===== src/rtl/pgram_pkg.sv =====
package pgram_pkg;

    // Which storage element an access lands on
    typedef enum logic [1:0] {
        TGT_NONE    = 2'd0,
        TGT_DIRECT  = 2'd1,
        TGT_PAGED   = 2'd2,
        TGT_PAGEREG = 2'd3
    } tgt_e;

    localparam int unsigned NIB_W      = 4;
    localparam int unsigned BUS_AW     = 8;
    localparam int unsigned BANK_DEPTH = 64;
    localparam int unsigned NUM_PAGES  = 4;

endpackage


===== src/rtl/pgram_decode.sv =====
module pgram_decode
    import pgram_pkg::*;
#(
    parameter int unsigned AW       = BUS_AW,
    parameter int unsigned DEPTH    = BANK_DEPTH,
    parameter logic [AW-1:0] REG_ADDR = 8'h77,
    localparam int unsigned IDX_W   = $clog2(DEPTH)
) (
    input  logic [AW-1:0]    addr_i,
    input  logic             ind_i,
    output tgt_e             tgt_o,
    output logic [IDX_W-1:0] idx_o
);

    logic in_range;

    always_comb begin
        in_range = (addr_i[AW-1:IDX_W] == '0);
        idx_o    = addr_i[IDX_W-1:0];
        if (in_range) begin
            tgt_o = ind_i ? TGT_PAGED : TGT_DIRECT;
        end else if (!ind_i && addr_i == REG_ADDR) begin
            tgt_o = TGT_PAGEREG;
        end else begin
            tgt_o = TGT_NONE;
        end
    end

endmodule


===== src/rtl/pgram_bank.sv =====
module pgram_bank #(
    parameter int unsigned DEPTH = 64,
    parameter int unsigned DW    = 4,
    localparam int unsigned IDX_W = $clog2(DEPTH)
) (
    input  logic             clk_i,
    input  logic             rst_ni,
    input  logic             we_i,
    input  logic [IDX_W-1:0] idx_i,
    input  logic [DW-1:0]    wdata_i,
    output logic [DW-1:0]    rdata_o
);

    typedef struct packed {
        logic [DEPTH-1:0][DW-1:0] mem;
    } bank_st_t;

    bank_st_t st_d, st_q;

    always_comb begin
        st_d = st_q;
        if (we_i) begin
            st_d.mem[idx_i] = wdata_i;
        end
    end

    always_ff @(posedge clk_i or negedge rst_ni) begin
        if (!rst_ni) begin
            st_q <= '0;
        end else begin
            st_q <= st_d;
        end
    end

    // Combinational read of the stored (pre-write) contents
    assign rdata_o = st_q.mem[idx_i];

endmodule


===== src/rtl/pgram_pagereg.sv =====
module pgram_pagereg #(
    parameter int unsigned PW = 2
) (
    input  logic          clk_i,
    input  logic          rst_ni,
    input  logic          we_i,
    input  logic [PW-1:0] wpage_i,
    output logic [PW-1:0] page_o
);

    typedef struct packed {
        logic [PW-1:0] page;
    } preg_st_t;

    preg_st_t st_d, st_q;

    always_comb begin
        st_d = st_q;
        if (we_i) begin
            st_d.page = wpage_i;
        end
    end

    always_ff @(posedge clk_i or negedge rst_ni) begin
        if (!rst_ni) begin
            st_q <= '0;
        end else begin
            st_q <= st_d;
        end
    end

    assign page_o = st_q.page;

endmodule


===== src/rtl/paged_nibble_ram.sv =====
module paged_nibble_ram
    import pgram_pkg::*;
#(
    parameter int unsigned DW       = NIB_W,
    parameter int unsigned AW       = BUS_AW,
    parameter int unsigned DEPTH    = BANK_DEPTH,
    parameter int unsigned PAGES    = NUM_PAGES,
    parameter logic [AW-1:0] REG_ADDR = 8'h77,
    localparam int unsigned IDX_W   = $clog2(DEPTH),
    localparam int unsigned PW      = $clog2(PAGES)
) (
    input  logic          clk_i,
    input  logic          rst_ni,
    input  logic [AW-1:0] addr_i,
    input  logic          ind_i,
    input  logic          rd_i,
    input  logic          wr_i,
    input  logic [DW-1:0] wdata_i,
    output logic [DW-1:0] rdata_o
);

    typedef struct packed {
        logic [DW-1:0] rdata;
    } rd_st_t;

    tgt_e             tgt;
    logic [IDX_W-1:0] idx;
    logic [PW-1:0]    page_q;
    logic [DW-1:0]    direct_rd;
    logic [DW-1:0]    paged_rd [PAGES];
    logic [DW-1:0]    window_rd;
    logic             wr_direct, wr_paged, wr_page;
    rd_st_t           st_d, st_q;

    pgram_decode #(
        .AW       (AW),
        .DEPTH    (DEPTH),
        .REG_ADDR (REG_ADDR)
    ) u_decode (
        .addr_i (addr_i),
        .ind_i  (ind_i),
        .tgt_o  (tgt),
        .idx_o  (idx)
    );

    assign wr_direct = wr_i && (tgt == TGT_DIRECT);
    assign wr_paged  = wr_i && (tgt == TGT_PAGED);
    assign wr_page   = wr_i && (tgt == TGT_PAGEREG);

    pgram_pagereg #(
        .PW (PW)
    ) u_pagereg (
        .clk_i   (clk_i),
        .rst_ni  (rst_ni),
        .we_i    (wr_page),
        .wpage_i (wdata_i[PW-1:0]),
        .page_o  (page_q)
    );

    pgram_bank #(
        .DEPTH (DEPTH),
        .DW    (DW)
    ) u_direct (
        .clk_i   (clk_i),
        .rst_ni  (rst_ni),
        .we_i    (wr_direct),
        .idx_i   (idx),
        .wdata_i (wdata_i),
        .rdata_o (direct_rd)
    );

    for (genvar g = 0; g < PAGES; g++) begin : g_page
        pgram_bank #(
            .DEPTH (DEPTH),
            .DW    (DW)
        ) u_bank (
            .clk_i   (clk_i),
            .rst_ni  (rst_ni),
            .we_i    (wr_paged && (page_q == PW'(g))),
            .idx_i   (idx),
            .wdata_i (wdata_i),
            .rdata_o (paged_rd[g])
        );
    end

    assign window_rd = paged_rd[page_q];

    always_comb begin
        st_d = st_q;
        if (rd_i) begin
            case (tgt)
                TGT_DIRECT:  st_d.rdata = direct_rd;
                TGT_PAGED:   st_d.rdata = window_rd;
                TGT_PAGEREG: st_d.rdata = DW'(page_q);
                default:     st_d.rdata = '0;
            endcase
        end
    end

    always_ff @(posedge clk_i or negedge rst_ni) begin
        if (!rst_ni) begin
            st_q <= '0;
        end else begin
            st_q <= st_d;
        end
    end

    assign rdata_o = st_q.rdata;

endmodule


===== config.mk =====
export PLATFORM = sky130hd
export DESIGN_NAME = paged_nibble_ram
export DESIGN_NICKNAME = d
export VERILOG_FILES = /design/src/rtl/pgram_pkg.sv /design/src/rtl/pgram_decode.sv /design/src/rtl/pgram_bank.sv /design/src/rtl/pgram_pagereg.sv /design/src/rtl/paged_nibble_ram.sv
export SDC_FILE = /design/constraint.sdc
export NUM_CORES = 2
export LEC_CHECK = 0
export ABC_AREA = 1
export BUFFER_PORTS_ARGS = -buffer_cell sky130_fd_sc_hd__buf_4
export CELL_PAD_IN_SITES_DETAIL_PLACEMENT = 1
export CELL_PAD_IN_SITES_GLOBAL_PLACEMENT = 1
export CORE_MARGIN = 4
export CORE_UTILIZATION = 40
export DETAILED_ROUTE_END_ITERATION = 10
export PLACE_DENSITY_LB_ADDON = 0.1
export SYNTH_ARGS = -nofsm -noshare
export SYNTH_HDL_FRONTEND = slang
export SYNTH_HIERARCHICAL = 1
export SYNTH_SLANG_ARGS = --single-unit

===== constraint.sdc =====
create_clock -name clk_i -period 1.9 [get_ports clk_i]
set_input_delay 0.285 -clock clk_i [delete_from_list [all_inputs] [get_ports clk_i]]
set_output_delay 0.285 -clock clk_i [all_outputs]
set_load 0.01 [all_outputs]

==> flow_metrics.py <==
metrics = {
    "sta": {
        "fmax_mhz": 507.3,
        "hold_viol_final": 4,
        "skew_ps": 30.88,
        "relSlewSlack": 0.5901,
        "setup_viol": 41,
        "rsz0062_at_grt": "yes",
        "whs_ps": -210.6,
        "fin_crit_ps": 1971,
        "worstMarginPinSlew_ps": 612.7,
        "setup_ws_ps": -71.40,
        "finalMaxSlewViolations": 0,
        "min_period_over_period": 1.038,
        "tns_ps": -818.7,
    },
    "setup_path": {
        "worst_setup_path_start_kind": "register",
        "r2r_cells": 10,
        "crit_start": "u_pagereg/page_o[1]$_DFFE_PN0P_",
        "required_ps": 2540,
        "critical_path_class": "register to register",
        "end_kind": "register",
        "r2r_start": "u_pagereg/page_o[1]$_DFFE_PN0P_",
        "arrival_ps": 2610,
        "path_max_fanout": 8,
    },
    "grt": {
        "grt_pass1_vias": 60270,
        "grt_overflow": 0,
        "antenna_found_initial": 2,
        "groute.usage.overall": 0.2647,
        "grt_pass1_wl_mm": 343.6,
        "grt_max_degree": 68,
    },
    "floorplan": {
        "core-area_mm2": 0.1542,
        "start_util": 0.4033,
        "die_h_um": 402.3,
        "die_area_mm2": 0.1619,
        "ios": 21,
        "dieWidth_um": 402.3,
        "rows": 144,
    },
    "yosys": {
        "netlist_area_mm2": 0.06220,
        "ys_seq_elements": 1286,
        "yosys_warnings": 6,
        "yosysSeqAreaShare": 0.5173,
        "syn_area_per_cell_um2": 7.333,
        "synth_fp_nets": 8500,
        "synthCells": 8483,
        "synth.distinct_cells": 22,
    },
    "route": {
        "dr.pass1.iters": 5,
        "routed_wirelength_mm": 217.4,
        "routedWlPerCell_um": 19.53,
        "ant_nets": 0,
        "vias": 57420,
        "drtIter0Drc": 3683,
        "via_per_inst": 5.157,
        "route.detailed.drc": 0,
    },
    "clocking": {
        "hold_buffers": 8,
        "cts_buffer_depth": 3,
        "clk_pin_slew_ps": 60,
        "clock_latency_ps": 790,
        "cts_num_sinks": 1286,
        "numCtsBuffers": 153,
        "htreeDepth": 4,
        "cts-root-buf": "clkbuf_16",
        "cts_tree": "done",
    },
    "outcome": {
        "violations": "hold timing, setup timing",
        "outcome": "finished with violations",
    },
    "power": {
        "swShare": 0.2515,
        "seqPwrFrac": 0.440,
        "pwr-share-clk": 0.479,
        "power_leakage_nw": 39.53,
        "p_per_area_mw_per_mm2": 817.9,
        "ir_worst_vdd_mv": 0.7489,
        "p_sw_mw": 15.97,
        "intPower_mw": 47.54,
        "pwr-share-comb": 0.081,
        "p_total_mw": 63.51,
    },
    "cells_and_area": {
        "mostFrequentLayoutCells": "nand2_1 (4,264), dfrtp_1 (1,285), o21ai_0 (1,057), buf_4 (577), nand2_2 (255)",
        "fin_nets": 8984,
        "drive_gt1_frac": 0.1699,
        "instances_no_fill": 11130,
        "utilization": 0.5035,
        "area_delta_synth_final_pct": 24.83,
        "final_common_cell": "nand2_1",
        "design_area_mm2": 0.07765,
    },
    "flow_run": {
        "timing.max_cap.violations": 0,
    },
    "hold_path": {
        "hold_start": "rd_i",
        "min_path_type": "input pin to register",
        "whs_path_depth": 3,
    },
    "placed_design": {
        "portBuffers": 20,
        "place.gp.congestion": 0.8253,
        "hpwl_mm": 145.4,
        "placedCellCount": 10810,
        "placed_area_mm2": 0.06983,
        "pre_cts_slack_ps": -1039,
    },
}
what timing repair did:
action                                 CTS  global route
resized for setup                      194           566
setup endpoints to repair              824           870
setup buffers                            5            30
gates cloned                             0             1
endpoints found under the hold margin  863             4
pin swaps                               22            73
final cells by class:
cell class / instances / area (um2)
Antenna cell: 2 / 5.005
Clock buffer: 231 / 4547
Clock inverter: 44 / 630.6
Fill cell: 19000 / 76580
Inverter: 280 / 1116
Multi-Input combinational cell: 6504 / 29430
Sequential cell: 1286 / 32180
Tap cell: 2044 / 2557
Timing Repair Buffer: 742 / 7177
critical path, stage by stage (launching register included):
cell     delay, ps
dfrtp_2        470
buf_6          150
nor3_4         200
buf_12         170
inv_16          60
nor3_4         180
buf_6          200
buf_6          130
nand2_8         60
nand2_1         70
o21ai_0         90
power groups by stage:
stage,clock network [mW],registers (mW),logic (mW)
after global placement,0,28.4,4.84
after CTS,31.2,27.9,5.03
after global routing,32.3,27.9,5.62
after detailed placement,0,28.4,4.92
final,30.4,27.9,5.15
after floorplan,0,28.4,2.08
kinds of logic (layout without fill, tap and decap cells):
group                  after synthesis  after routing  synth area share
flip-flops                        1286           1286            0.5173
buffers and inverters              693           1297           0.04512
AND/OR/NAND/NOR                   5080           5080            0.3220
other                                0              2                 0
AO/OA/AOI/OAI                     1424           1424            0.1156
cells in the mapped netlist:
master | count | area, um2
nor2_4 | 1 | 11.26
nand2_2 | 10 | 62.56
o21ai_0 | 1196 | 5986
a21oi_1 | 127 | 635.6
inv_2 | 6 | 22.52
nor2_1 | 247 | 927.1
nor3_1 | 44 | 220.2
o21ai_1 | 76 | 380.4
nor4_4 | 35 | 744.5
nand3_1 | 40 | 200.2
nor2_2 | 48 | 300.3
nand2_1 | 4635 | 17400
nor3_2 | 10 | 100.1
buf_4 | 8 | 60.06
buf_6 | 1 | 11.26
inv_1 | 274 | 1028
or2_2 | 10 | 62.56
clkbuf_1 | 234 | 878.3
o211ai_1 | 25 | 187.7
dfrtp_1 | 1286 | 32180
buf_1 | 36 | 135.1
buf_2 | 134 | 670.6
sequential cells by signal, summed over array words and instances, names as in the netlist:
register,flops
u_pagereg/page_o,2
rdata_o,4
g_page.u_bank/st_q,1024
u_direct/st_q,256
layer usage:
metal	GRT usage	part of all wire	vias to the layer above
met4	0.07500	0.027	0
met2	0.4511	0.49	713
met1	0.3571	0.46	28710
met5	0	0	-
li1	-	-	27690
met3	0.03031	0.029	306
worst paths after layout:
kind                                                          end  slack [ps]
min in group asynchronous   g_page[1].u_bank/st_q[83]$_DFFE_PN0P_          50
min                                        rdata_o[0]$_DFFE_PN0P_        -210
max reg2reg                g_page[0].u_bank/st_q[184]$_DFFE_PN0P_         -70
min reg2reg                g_page[2].u_bank/st_q[124]$_DFFE_PN0P_         480
max in group asynchronous          u_direct/st_q[197]$_DFFE_PN0P_         840
max                        g_page[0].u_bank/st_q[184]$_DFFE_PN0P_         -70
No activity file was read; power rests on OpenSTA's default activity.
